<file path="src/rtl/trig_pkg.sv">
package trig_pkg;
    // Enable bit positions in the configuration word
    localparam int BIT_IMM_STOP  = 13;
    localparam int BIT_DLY_STOP  = 12;
    localparam int BIT_IMM_START = 11;
    localparam int BIT_DLY_START = 10;
    // Delay field and its unit
    localparam int DLY_LSB    = 0;
    localparam int DLY_W      = 8;
    localparam int UNIT_SHIFT = 8;
    localparam int CNT_W      = DLY_W + UNIT_SHIFT;
    // Timer slots
    localparam int SLOT_STOP  = 0;
    localparam int SLOT_START = 1;
    localparam int NUM_SLOT   = 2;
    // Line codes
    localparam logic [1:0] MARK_CODE = 2'b10;
    localparam logic [1:0] IDLE_CODE = 2'b00;

    typedef struct packed {
        logic             imm_stop;
        logic             dly_stop;
        logic             imm_start;
        logic             dly_start;
        logic [DLY_W-1:0] delay;
    } cfg_t;
endpackage

</file>
<file path="src/rtl/trig_cfg_reg.sv">
module trig_cfg_reg
    import trig_pkg::*;
#(
    parameter int CFG_W = 32
) (
    input  logic             clk,
    input  logic             rst_n,
    input  logic             we,
    input  logic [CFG_W-1:0] wdata,
    output cfg_t             cfg
);
    typedef struct packed {
        cfg_t cfg;
    } state_t;

    state_t s_d, s_q;

    always_comb begin
        s_d = s_q;
        if (we) begin
            s_d.cfg.imm_stop  = wdata[BIT_IMM_STOP];
            s_d.cfg.dly_stop  = wdata[BIT_DLY_STOP];
            s_d.cfg.imm_start = wdata[BIT_IMM_START];
            s_d.cfg.dly_start = wdata[BIT_DLY_START];
            s_d.cfg.delay     = wdata[DLY_LSB +: DLY_W];
        end
    end

    always_ff @(posedge clk) begin
        if (!rst_n) s_q <= '0;
        else        s_q <= s_d;
    end

    assign cfg = s_q.cfg;
endmodule

</file>
<file path="src/rtl/trig_evt_merge.sv">
module trig_evt_merge #(
    parameter int NUM_CPU = 4
) (
    input  logic [NUM_CPU-1:0] start_vec,
    input  logic [NUM_CPU-1:0] stop_vec,
    output logic               any_start,
    output logic               any_stop
);
    always_comb begin
        any_start = 1'b0;
        any_stop  = 1'b0;
        for (int i = 0; i < NUM_CPU; i++) begin
            any_start = any_start | start_vec[i];
            any_stop  = any_stop  | stop_vec[i];
        end
    end
endmodule

</file>
<file path="src/rtl/trig_delay_timer.sv">
module trig_delay_timer
    import trig_pkg::*;
#(
    parameter int DW    = DLY_W,
    parameter int SHIFT = UNIT_SHIFT,
    localparam int CW   = DW + SHIFT
) (
    input  logic          clk,
    input  logic          rst_n,
    input  logic          en,
    input  logic          evt,
    input  logic [DW-1:0] delay,
    output logic          fire,
    output logic          pending,
    output logic [CW-1:0] count
);
    typedef struct packed {
        logic          pend;
        logic [CW-1:0] cnt;
    } state_t;

    state_t s_d, s_q;

    always_comb begin
        s_d  = s_q;
        fire = 1'b0;
        if (!en) begin
            s_d.pend = 1'b0;
            s_d.cnt  = '0;
        end else if (evt) begin
            if (delay == '0) begin
                fire     = 1'b1;
                s_d.pend = 1'b0;
                s_d.cnt  = '0;
            end else begin
                s_d.pend = 1'b1;
                s_d.cnt  = {delay, {SHIFT{1'b0}}};
            end
        end else if (s_q.pend) begin
            if (s_q.cnt == CW'(1)) begin
                fire     = 1'b1;
                s_d.pend = 1'b0;
                s_d.cnt  = '0;
            end else begin
                s_d.cnt = s_q.cnt - CW'(1);
            end
        end
    end

    always_ff @(posedge clk) begin
        if (!rst_n) s_q <= '0;
        else        s_q <= s_d;
    end

    assign pending = s_q.pend;
    assign count   = s_q.cnt;
endmodule

</file>
<file path="src/rtl/trace_trig_emitter.sv">
module trace_trig_emitter
    import trig_pkg::*;
#(
    parameter int NUM_CPU = 4,
    parameter int CFG_W   = 32
) (
    input  logic               clk,
    input  logic               rst_n,
    input  logic               cfg_we,
    input  logic [CFG_W-1:0]   cfg_wdata,
    input  logic [NUM_CPU-1:0] start_evt,
    input  logic [NUM_CPU-1:0] stop_evt,
    output logic               trc_ctl,
    output logic [1:0]         trc_data
);
    cfg_t cfg_q;
    logic any_start, any_stop;
    logic [NUM_SLOT-1:0]            en_v, evt_v, fire_v, pend_v;
    logic [NUM_SLOT-1:0][CNT_W-1:0] cnt_v;

    typedef struct packed {
        logic mark;
    } state_t;

    state_t s_d, s_q;

    trig_cfg_reg #(.CFG_W(CFG_W)) u_cfg (
        .clk   (clk),
        .rst_n (rst_n),
        .we    (cfg_we),
        .wdata (cfg_wdata),
        .cfg   (cfg_q)
    );

    trig_evt_merge #(.NUM_CPU(NUM_CPU)) u_merge (
        .start_vec (start_evt),
        .stop_vec  (stop_evt),
        .any_start (any_start),
        .any_stop  (any_stop)
    );

    assign en_v[SLOT_STOP]   = cfg_q.dly_stop;
    assign en_v[SLOT_START]  = cfg_q.dly_start;
    assign evt_v[SLOT_STOP]  = any_stop;
    assign evt_v[SLOT_START] = any_start;

    for (genvar g = 0; g < NUM_SLOT; g++) begin : g_timer
        trig_delay_timer #(.DW(DLY_W), .SHIFT(UNIT_SHIFT)) u_tmr (
            .clk     (clk),
            .rst_n   (rst_n),
            .en      (en_v[g]),
            .evt     (evt_v[g]),
            .delay   (cfg_q.delay),
            .fire    (fire_v[g]),
            .pending (pend_v[g]),
            .count   (cnt_v[g])
        );
    end

    always_comb begin
        s_d      = s_q;
        s_d.mark = (cfg_q.imm_stop & any_stop) | (cfg_q.imm_start & any_start) | (|fire_v);
    end

    always_ff @(posedge clk) begin
        if (!rst_n) s_q <= '0;
        else        s_q <= s_d;
    end

    assign trc_ctl  = s_q.mark;
    assign trc_data = s_q.mark ? MARK_CODE : IDLE_CODE;
endmodule

</file>
<file path="config.mk">
export PLATFORM = sky130hd
export DESIGN_NAME = trace_trig_emitter
export DESIGN_NICKNAME = d
export VERILOG_FILES = /design/src/rtl/trig_pkg.sv /design/src/rtl/trig_cfg_reg.sv /design/src/rtl/trig_evt_merge.sv /design/src/rtl/trig_delay_timer.sv /design/src/rtl/trace_trig_emitter.sv
export SDC_FILE = /design/constraint.sdc
export NUM_CORES = 1
export LEC_CHECK = 0
export ABC_AREA = 1
export BUFFER_PORTS_ARGS = -buffer_cell sky130_fd_sc_hd__buf_2
export CELL_PAD_IN_SITES_DETAIL_PLACEMENT = 1
export CELL_PAD_IN_SITES_GLOBAL_PLACEMENT = 1
export CORE_ASPECT_RATIO = 1.75
export CORE_UTILIZATION = 41
export DETAILED_ROUTE_END_ITERATION = 6
export PLACE_DENSITY = 0.89
export SETUP_SLACK_MARGIN = 0.05
export SYNTH_ARGS = -nofsm -noshare
export SYNTH_HDL_FRONTEND = slang
export SYNTH_HIERARCHICAL = 1
export SYNTH_SLANG_ARGS = --single-unit
</file>
<file path="constraint.sdc">
create_clock -name clk -period 1.5 [get_ports clk]
set_input_delay 0.15 -clock clk [delete_from_list [all_inputs] [get_ports clk]]
set_output_delay 0.15 -clock clk [all_outputs]
set_load 0.1 [all_outputs]
</file>
==> results_dict.tcl, run 1 <==
set metrics [dict create \
    p_total_mw 3.14 \
    setup_viol 27 \
    via_per_inst 5.93 \
    hold_viol 0 \
    crit_path_cell_trace "inv_1 > nand2_2 > nor2_4 > nand2_4 > nor2_4 > nor2_8 > buf_12 > nand2_2 > nand2_1 > nand2_1 > inv_1" \
    synth_top_area_cell "dfxtp_1" \
    antenna_found_initial 1 \
    clockBufferDepth 2 \
    outcome "complete, but fails checks" \
    fin_skew_ps 8.56 \
    ys_seq_area_frac 0.304 \
    path_max_fanout 5 \
    cp_data_arrival_time_ps 1830 \
    synthTopCellsByArea "dfxtp_1, nand2_1, nor2_1, nand3_1, inv_1" \
    fin_ws_ps -140 \
    die_w_um 67.7 \
    crit_family "simple AND/OR/NAND/NOR gates" \
    grt_start_max_net_pins 25 \
    grt_pass1_wl_um 16000 \
    port_buffers 24 \
    startpoint_type "flip-flop" \
    ios 46 \
    drive_gt1_frac 0.442 \
    avgRoutedWirePerCell_um 23.6 \
    yosysTopAreaCellShare 0.304 \
    layout_common_cells "nand2_1, nor2_1, inv_1" \
    end_kind "flip-flop" \
    rsz0062_at_grt "true" \
    hold_path_class "in -> reg" \
    crit_path_start "g_timer[1].u_tmr/count[7]" \
    fp.coreArea_sq_um 7230 \
    cts_made_buffers 5 \
    timing.final.max_slew_violations 0 \
    synthesis.nets 496 \
    clkTransAtPathRegs_ps 80 \
    use_met2 0.566 \
    p_leak_nw 1.77 \
    fin_tns_setup_ps -1270 \
    dr.pass1.iters 7 \
    tritoncts "yes" \
    post-route-period-util 1.09 \
    fin_nets 550 \
    area_growth_pct 30.3 \
    synth_cells 449 \
    grt_most_used_layer "met2" \
    ys_ff_latch 47 \
    grt.overflow.total 0 \
    clock-sinks 47 \
    drt_wl_total_um 13900 \
    fmaxAchievable_mhz 610 \
    met1_usage 0.233 \
    first_global_vias 3411 \
    violations "negative setup slack" \
    path_buf_inv 3 \
    ant_nets 0 \
    crit_end "g_timer[1].u_tmr/count[7]" \
    peakVddDrop_mv 0.736 \
    layout_commonest_cell "nand2_1" \
    drc 0 \
    synth_cell_types 30 \
    clockRootBuffer "clkbuf_16" \
    worst-r2r-cell-count 11 \
    yosysWarnings 6 \
    die_y_um 117 \
    place.gp.congestion 0.903 \
    post-route-min-period_ps 1640 \
    vias 3504 \
    dpl.hpwl_um 6940 \
    cpMaxStageDelayCell "dfxtp_1" \
    avgSynthCellArea_sq_um 6.89 \
    syn_area_sq_um 3100 \
    critPathRequiredTime_ps 1690 \
    r2r_start "g_timer[1].u_tmr/count[7]" \
    max_stage_delay_ps 350 \
    r2r_slack_ps -140 \
    initial_core_util 0.428 \
    die-area_sq_um 7910 \
    core.rowCount 41 \
    clkLatencyLatePin_ps 290 \
    cp_num_cells 11 \
    grt_usage 0.273 \
    grt_use_met3 0.0359 \
    r2r_end "g_timer[1].u_tmr/count[7]" \
    fin_util 0.558 \
    cts_max_level 2 \
    crit_type "reg -> reg" \
    power_density_nw_per_um2 779 \
    cap_violations 0 \
    dpl.cell_count 565 \
    layout.cells.non_filler 591 \
    drt_iter0_markers 286 \
]
repair_timing:
action                                  4_1_cts  5_1_grt
gates cloned                                  0        1
endpoints found under the setup margin       24       35
pin swaps                                     8       26
buffers inserted                              8        8
gates resized for setup                      19       81
hold buffers                                  0        0
metal layers:
metal	vias to the layer above	share of wire
met5	-	0
met4	0	0.076
met3	83	0.042
met2	173	0.56
met1	1712	0.33
li1	1536	-
sequential cells by signal, summed over array words and instances (netlist names):
register and count:
u_cfg/cfg 12, trc_ctl 1, g_timer.u_tmr/pending 2, g_timer.u_tmr/count 32
logic make-up (layout without fill, tap and decap cells):
logic type	Yosys count	count (layout)	synth area share
adder cells (fa/ha/maj)	4	4	0.0162
other	1	2	0.00121
XOR/XNOR	6	6	0.0170
buffers and inverters	76	131	0.112
flip-flops	47	47	0.304
AND/OR/NAND/NOR	257	257	0.419
AO/OA/AOI/OAI	58	58	0.131
layout make-up:
type | instances | area (sq um)
clock inverters | 3 | 43.8
repair buffers | 60 | 473
flip-flops and latches | 47 | 972
diodes | 1 | 2.50
multi-input cells | 326 | 2070
clock buffers | 5 | 125
fillers | 881 | 3200
well taps | 86 | 108
inverters | 63 | 239
power by group:
part           internal (mW)  total [mW]  switching (mW)  leakage (nW)
clock                  0.789        1.34           0.550        0.0838
combinational          0.148       0.461           0.314          1.29
sequential              1.28        1.34          0.0598         0.394
total                   2.22        3.14           0.924          1.77
per-stage QoR:
step                hold WS [ps]  area (sq um)  setup slack (ps)
floorplan                    248          3100               174
CTS                          158          3690              19.7
finish                       153          4030              -140
global route                 155          4030              -195
global placement             434          3380              79.8
detailed placement           446          3380             -24.1
worst reg2reg max path: stages (launching register included):
cell and delay, ps:
dfxtp_1 350, inv_1 130, nand2_2 90, nor2_4 150, nand2_4 90, nor2_4 240, nor2_8 80, buf_12 150
nand2_2 70, nand2_1 60, nand2_1 60, inv_1 50
cell usage after synthesis, drive strengths merged:
cell    number
a21oi       34
a22oi       16
and3         2
buf         11
clkbuf       2
conb         1
dfxtp       47
ha           4
inv         63
nand2      107
nand3       47
nand4        8
nor2        89
nor3         2
o21ai        8
or2          2
xor2         6
worst min-delay path by stage:
stage                  startpoint             to  slack, ps  cells after the start
floorplan                   rst_n        trc_ctl        250                      2
global placement    cfg_wdata[11]   u_cfg/cfg[9]        430                      5
detailed placement  cfg_wdata[13]  u_cfg/cfg[11]        450                      5
CTS                 cfg_wdata[13]  u_cfg/cfg[11]        160                      5
global route        cfg_wdata[11]   u_cfg/cfg[9]        150                      5
finish              cfg_wdata[11]   u_cfg/cfg[9]        150                      5
(Power assumes the default switching activity.)
==> run 2: changes to the inputs <==
- ABC_AREA: 1 -> 0
- CORE_UTILIZATION: 41 -> 42
- SKIP_CTS_REPAIR_TIMING: unset -> 1
- SLEW_MARGIN: unset -> 30
==> run 2 against run 1 <==
Compared with the run above:
- the run still ends with negative setup slack left
- synthesized cell count decreased by 36%
- total power decreased by 18%
- final cell count decreased by 21%
- die area decreased by 19%
- core utilization increased by 8.8 points
==> results_dict.tcl, run 2 <==
set metrics [dict create \
    outcome "complete, but fails checks" \
    violations "negative setup slack" \
    multiInputGateArea_sq_um 1850 \
    fin_util 0.645 \
    die_y_um 105 \
    synth_top_cells_by_count "dfxtp_1, a21oi_1, nand2_1" \
    layout_common_cells "buf_4, dfxtp_1, a21oi_1" \
    avgSynthCellArea_sq_um 8.87 \
    layout_commonest_cell "buf_4" \
    dpl.cell_count 448 \
    post-route-min-period_ps 1900 \
    ys_seq_area_frac 0.367 \
    r2r_start "g_timer[0].u_tmr/count[4]" \
    power_density_nw_per_um2 676 \
    yosysWarnings 6 \
    yosysMostFrequentCell "dfxtp_1" \
    cp_data_arrival_time_ps 2120 \
    r2r_slack_ps -400 \
    largest_register_ffs 32 \
    die-area_sq_um 6430 \
    crit_path_start "g_timer[0].u_tmr/count[4]" \
    grt_pass1_wl_um 14300 \
    clkLatencyLatePin_ps 320 \
    layout.cells.non_filler 467 \
    grt_usage 0.305 \
    syn_area_sq_um 2560 \
    synth_cell_types 58 \
    die_w_um 61.0 \
    port_buffers 24 \
    yosys_most_used_dff "dfxtp_1" \
    vias 2909 \
    grt.overflow.total 0 \
    crit_type "reg -> reg" \
    clockBufferDepth 2 \
    synth_cells 289 \
    cts_max_level 2 \
    fin_skew_ps 7.47 \
    dpl.hpwl_um 7030 \
    p_leak_nw 1.60 \
    fp.coreArea_sq_um 5880 \
    post-route-period-util 1.27 \
    fin_tns_setup_ps -6590 \
    place.gp.congestion 0.917 \
    worst-r2r-cell-count 7 \
    end_kind "flip-flop" \
    fillers 652 \
    yosysTopAreaCellShare 0.367 \
    crit_end "g_timer[0].u_tmr/count[14]" \
    cap_violations 0 \
    cts_made_buffers 5 \
    ios 46 \
    r2r_end "g_timer[0].u_tmr/count[14]" \
    hold_path_class "in -> reg" \
    clock-sinks 47 \
    antenna_found_initial 0 \
    diodes 0 \
    clkTransAtPathRegs_ps 90 \
    critPathRequiredTime_ps 1720 \
    grt_start_max_net_pins 22 \
    ant_nets 0 \
    drt_wl_total_um 11800 \
    clockRootBuffer "clkbuf_8" \
    core.rowCount 37 \
    fin_nets 436 \
    synthTopCellsByArea "dfxtp_1, a21oi_1, mux2i_1, nor2b_1, nand3_1" \
    via_per_inst 6.23 \
    peakVddDrop_mv 0.408 \
    area_growth_pct 48.1 \
    hold_viol 0 \
    first_global_vias 3044 \
    p_total_mw 2.57 \
    avgRoutedWirePerCell_um 25.2 \
    regArea_sq_um 951 \
    place_ws_ps -335 \
    ys_ff_latch 47 \
    synth-edff-count 0 \
    startpoint_type "flip-flop" \
    drive_gt1_frac 0.483 \
    drc 0 \
    drt_iter0_markers 345 \
    fin_ws_ps -405 \
    synth_top_area_cell "dfxtp_1" \
    initial_core_util 0.436 \
    dr.pass1.iters 4 \
    timing.final.max_slew_violations 0 \
    setup_viol 35 \
    synthesis.nets 336 \
    tritoncts "yes" \
    path_max_fanout 6 \
    rsz0062_at_grt "true" \
    fmaxAchievable_mhz 525 \
    synthArstFlopShare 0 \
]
-- run 2: layer usage --
metal | GRT usage | wire length [um]
met1 | 0.244 | 3850
met2 | 0.585 | 6560
met3 | 0.0503 | 442
met4 | 0.237 | 921
met5 | 0 | 0
-- run 2: kinds of logic after synthesis --
family,Yosys count,synth area share
XOR/XNOR,12,0.0410
multiplexers,13,0.0508
other,1,0.00146
flip-flops,47,0.367
AO/OA/AOI/OAI,62,0.146
buffers and inverters,21,0.0435
adder cells (fa/ha/maj),4,0.0195
AND/OR/NAND/NOR,129,0.331
-- run 2: worst min path at each step --
stage                  startpoint  slack (ps)  cells after the start       endpoint
CTS                  cfg_wdata[6]         120                      3   u_cfg/cfg[6]
floorplan                   rst_n         280                      1   u_cfg/cfg[5]
global placement    cfg_wdata[10]         410                      3   u_cfg/cfg[8]
global route         cfg_wdata[7]         120                      3   u_cfg/cfg[7]
finish               cfg_wdata[7]         110                      3   u_cfg/cfg[7]
detailed placement  cfg_wdata[13]         440                      3  u_cfg/cfg[11]
-- run 2: power breakdown --
part / total, mW / switching, mW / internal (mW) / leakage, nW
Clock: 0.837 / 0.474 / 0.363 / 0.0470
Combinational: 0.418 / 0.243 / 0.175 / 1.17
Sequential: 1.31 / 0.0359 / 1.27 / 0.385
-- run 2: through the flow --
step | instance area, sq um | hold WS [ps]
floorplan | 2640 | 278
global placement | 3310 | 412
global route | 3790 | 117
finish | 3790 | 114
detailed placement | 3310 | 435
CTS | 3400 | 123
-- run 2: worst max-delay path: stages (launching register included) --
cell     delay [ps]
dfxtp_1         330
buf_4           160
nor3_4          180
buf_6           120
nand4_1         270
nor3_1          370
xnor2_1         110
o22ai_1         270
-- run 2: cell type report --
class                   count  share of cell area
well taps                  78              0.0257
clock inverters             1             0.00132
repair buffers            106               0.205
multi-input cells         221               0.487
flip-flops and latches     47               0.251
inverters                   8             0.00857
clock buffers               6              0.0218
==> run 3: changes to the inputs <==
--- a/config.mk
+++ b/config.mk
@@ -13,5 +13,5 @@
 export CORE_UTILIZATION = 42
 export DETAILED_ROUTE_END_ITERATION = 6
-export PLACE_DENSITY = 0.89
+export PLACE_DENSITY = 0.82
 export SETUP_SLACK_MARGIN = 0.05
 export SKIP_CTS_REPAIR_TIMING = 1
==> constraint.sdc (replaced) <==
create_clock -name clk -period 1.5 [get_ports clk]
set_input_delay 0.15 -clock clk [delete_from_list [all_inputs] [get_ports clk]]
set_output_delay 0.15 -clock clk [all_outputs]
set_load 0.005 [all_outputs]
==> run 3 against run 2 <==
Compared with the run above:
- the run still ends with negative setup slack left
- largest power group unchanged
- sequential cell count is the same
- non-clock buffer count shrank 11
- cell area shrank 5.2%
- critical path type unchanged
==> results_dict.tcl, run 3 (synthesized netlist as in run 2, its figures left out) <==
set metrics [dict create \
    p_total_mw 2.43 \
    clockRootBuffer "clkbuf_8" \
    layout_common_cells "buf_4, dfxtp_1, a21oi_1" \
    core.rowCount 37 \
    drt_iter0_markers 126 \
    grt.overflow.total 0 \
    timing.final.max_slew_violations 0 \
    outcome "complete, but fails checks" \
    die_w_um 61.0 \
    grt_pass1_wl_um 12600 \
    path_max_fanout 5 \
    hold_path_class "in -> reg" \
    fin_util 0.612 \
    antenna_found_initial 0 \
    cts_max_level 2 \
    fillers 709 \
    peakVddDrop_mv 0.719 \
    area_growth_pct 40.4 \
    cpMaxStageDelayCell "or4_4" \
    placed_cell_area_sq_um 3270 \
    place.gp.congestion 0.848 \
    largest_register_ffs 32 \
    tritoncts "yes" \
    clock-sinks 47 \
    dpl.hpwl_um 6300 \
    vias 2600 \
    fmaxAchievable_mhz 588 \
    fin_skew_ps 12.3 \
    first_global_vias 2784 \
    crit_path_cell_trace "or4_4 > nor2_4 > nand3_1 > nand4_2 > o22ai_1" \
    dr.pass1.iters 4 \
    post-route-min-period_ps 1700 \
    fin_nets 425 \
    avgRoutedWirePerCell_um 19.0 \
    clockBufferDepth 2 \
    via_per_inst 5.70 \
    die-area_sq_um 6430 \
    ios 46 \
    layout_commonest_cell "buf_4" \
    place_ws_ps -200 \
    port_buffers 24 \
    p_leak_nw 1.52 \
    critPathRequiredTime_ps 1680 \
    grt_start_max_net_pins 22 \
    ant_nets 0 \
    layout.cells.non_filler 456 \
    die_y_um 105 \
    hold_viol 0 \
    clkTransAtPathRegs_ps 90 \
    clkLatencyLatePin_ps 320 \
    fp.coreArea_sq_um 5880 \
    cp_data_arrival_time_ps 1890 \
    drive_gt1_frac 0.439 \
    fin_ws_ps -201 \
    initial_core_util 0.436 \
    cap_violations 0 \
    power_density_nw_per_um2 676 \
    postLayoutCellArea_sq_um 3600 \
    startpoint_type "flip-flop" \
    dpl.cell_count 444 \
    grt_usage 0.264 \
    cts_made_buffers 5 \
    drt_wl_total_um 8650 \
    setup_viol 28 \
    violations "negative setup slack" \
    post-route-period-util 1.13 \
    diodes 0 \
    rsz0062_at_grt "true" \
    whs_ps 96.7 \
    fin_tns_setup_ps -3340 \
    end_kind "flip-flop" \
    crit_type "reg -> reg" \
    drc 0 \
    max_stage_delay_ps 550 \
]
-- run 3: worst max-delay path, delay by kind of cell (launching register included) --
family,cells,cell delay [ps]
simple gates,4,1120
flops,1,330
compound gates,1,110
-- run 3: worst paths after layout --
| path | endpoint | slack, ps | cells past startpoint | startpoint |
|---|---|---|---|---|
| max | g_timer[0].u_tmr/count[14] | -200 | 5 | g_timer[0].u_tmr/count[13] |
| min reg2reg | trc_ctl | 480 | 2 | u_cfg/cfg[9] |
| max reg2reg | g_timer[0].u_tmr/count[14] | -200 | 5 | g_timer[0].u_tmr/count[13] |
| min | u_cfg/cfg[4] | 100 | 3 | cfg_wdata[4] |
-- run 3: cell type report --
class                           count  area [sq um]  area share
Timing Repair Buffer               95           668       0.186
Clock inverter                      1          5.00     0.00139
Inverter                            8          32.5     0.00904
Tap cell                           78          97.6      0.0271
Clock buffer                        6          82.6      0.0229
Multi-Input combinational cell    221          1760       0.489
Sequential cell                    47           953       0.265
-- run 3: routing by layer --
layer | track usage | part of all wire | wire length [um] | vias to the layer above
li1 | - | - | - | 1250
met1 | 0.231 | 0.35 | 3010 | 1300
met5 | 0 | 0 | 0 | -
met2 | 0.528 | 0.61 | 5260 | 33
met4 | 0.115 | 0.026 | 229 | 0
met3 | 0.0454 | 0.017 | 148 | 17
-- run 3: report_power, final --
part / leakage [nW] / switching (mW) / internal, mW / total [mW]
Sequential: 0.385 / 0.0293 / 1.27 / 1.30
Clock: 0.0470 / 0.443 / 0.363 / 0.806
Combinational: 1.09 / 0.161 / 0.164 / 0.324
Total: 1.52 / 0.633 / 1.80 / 2.43
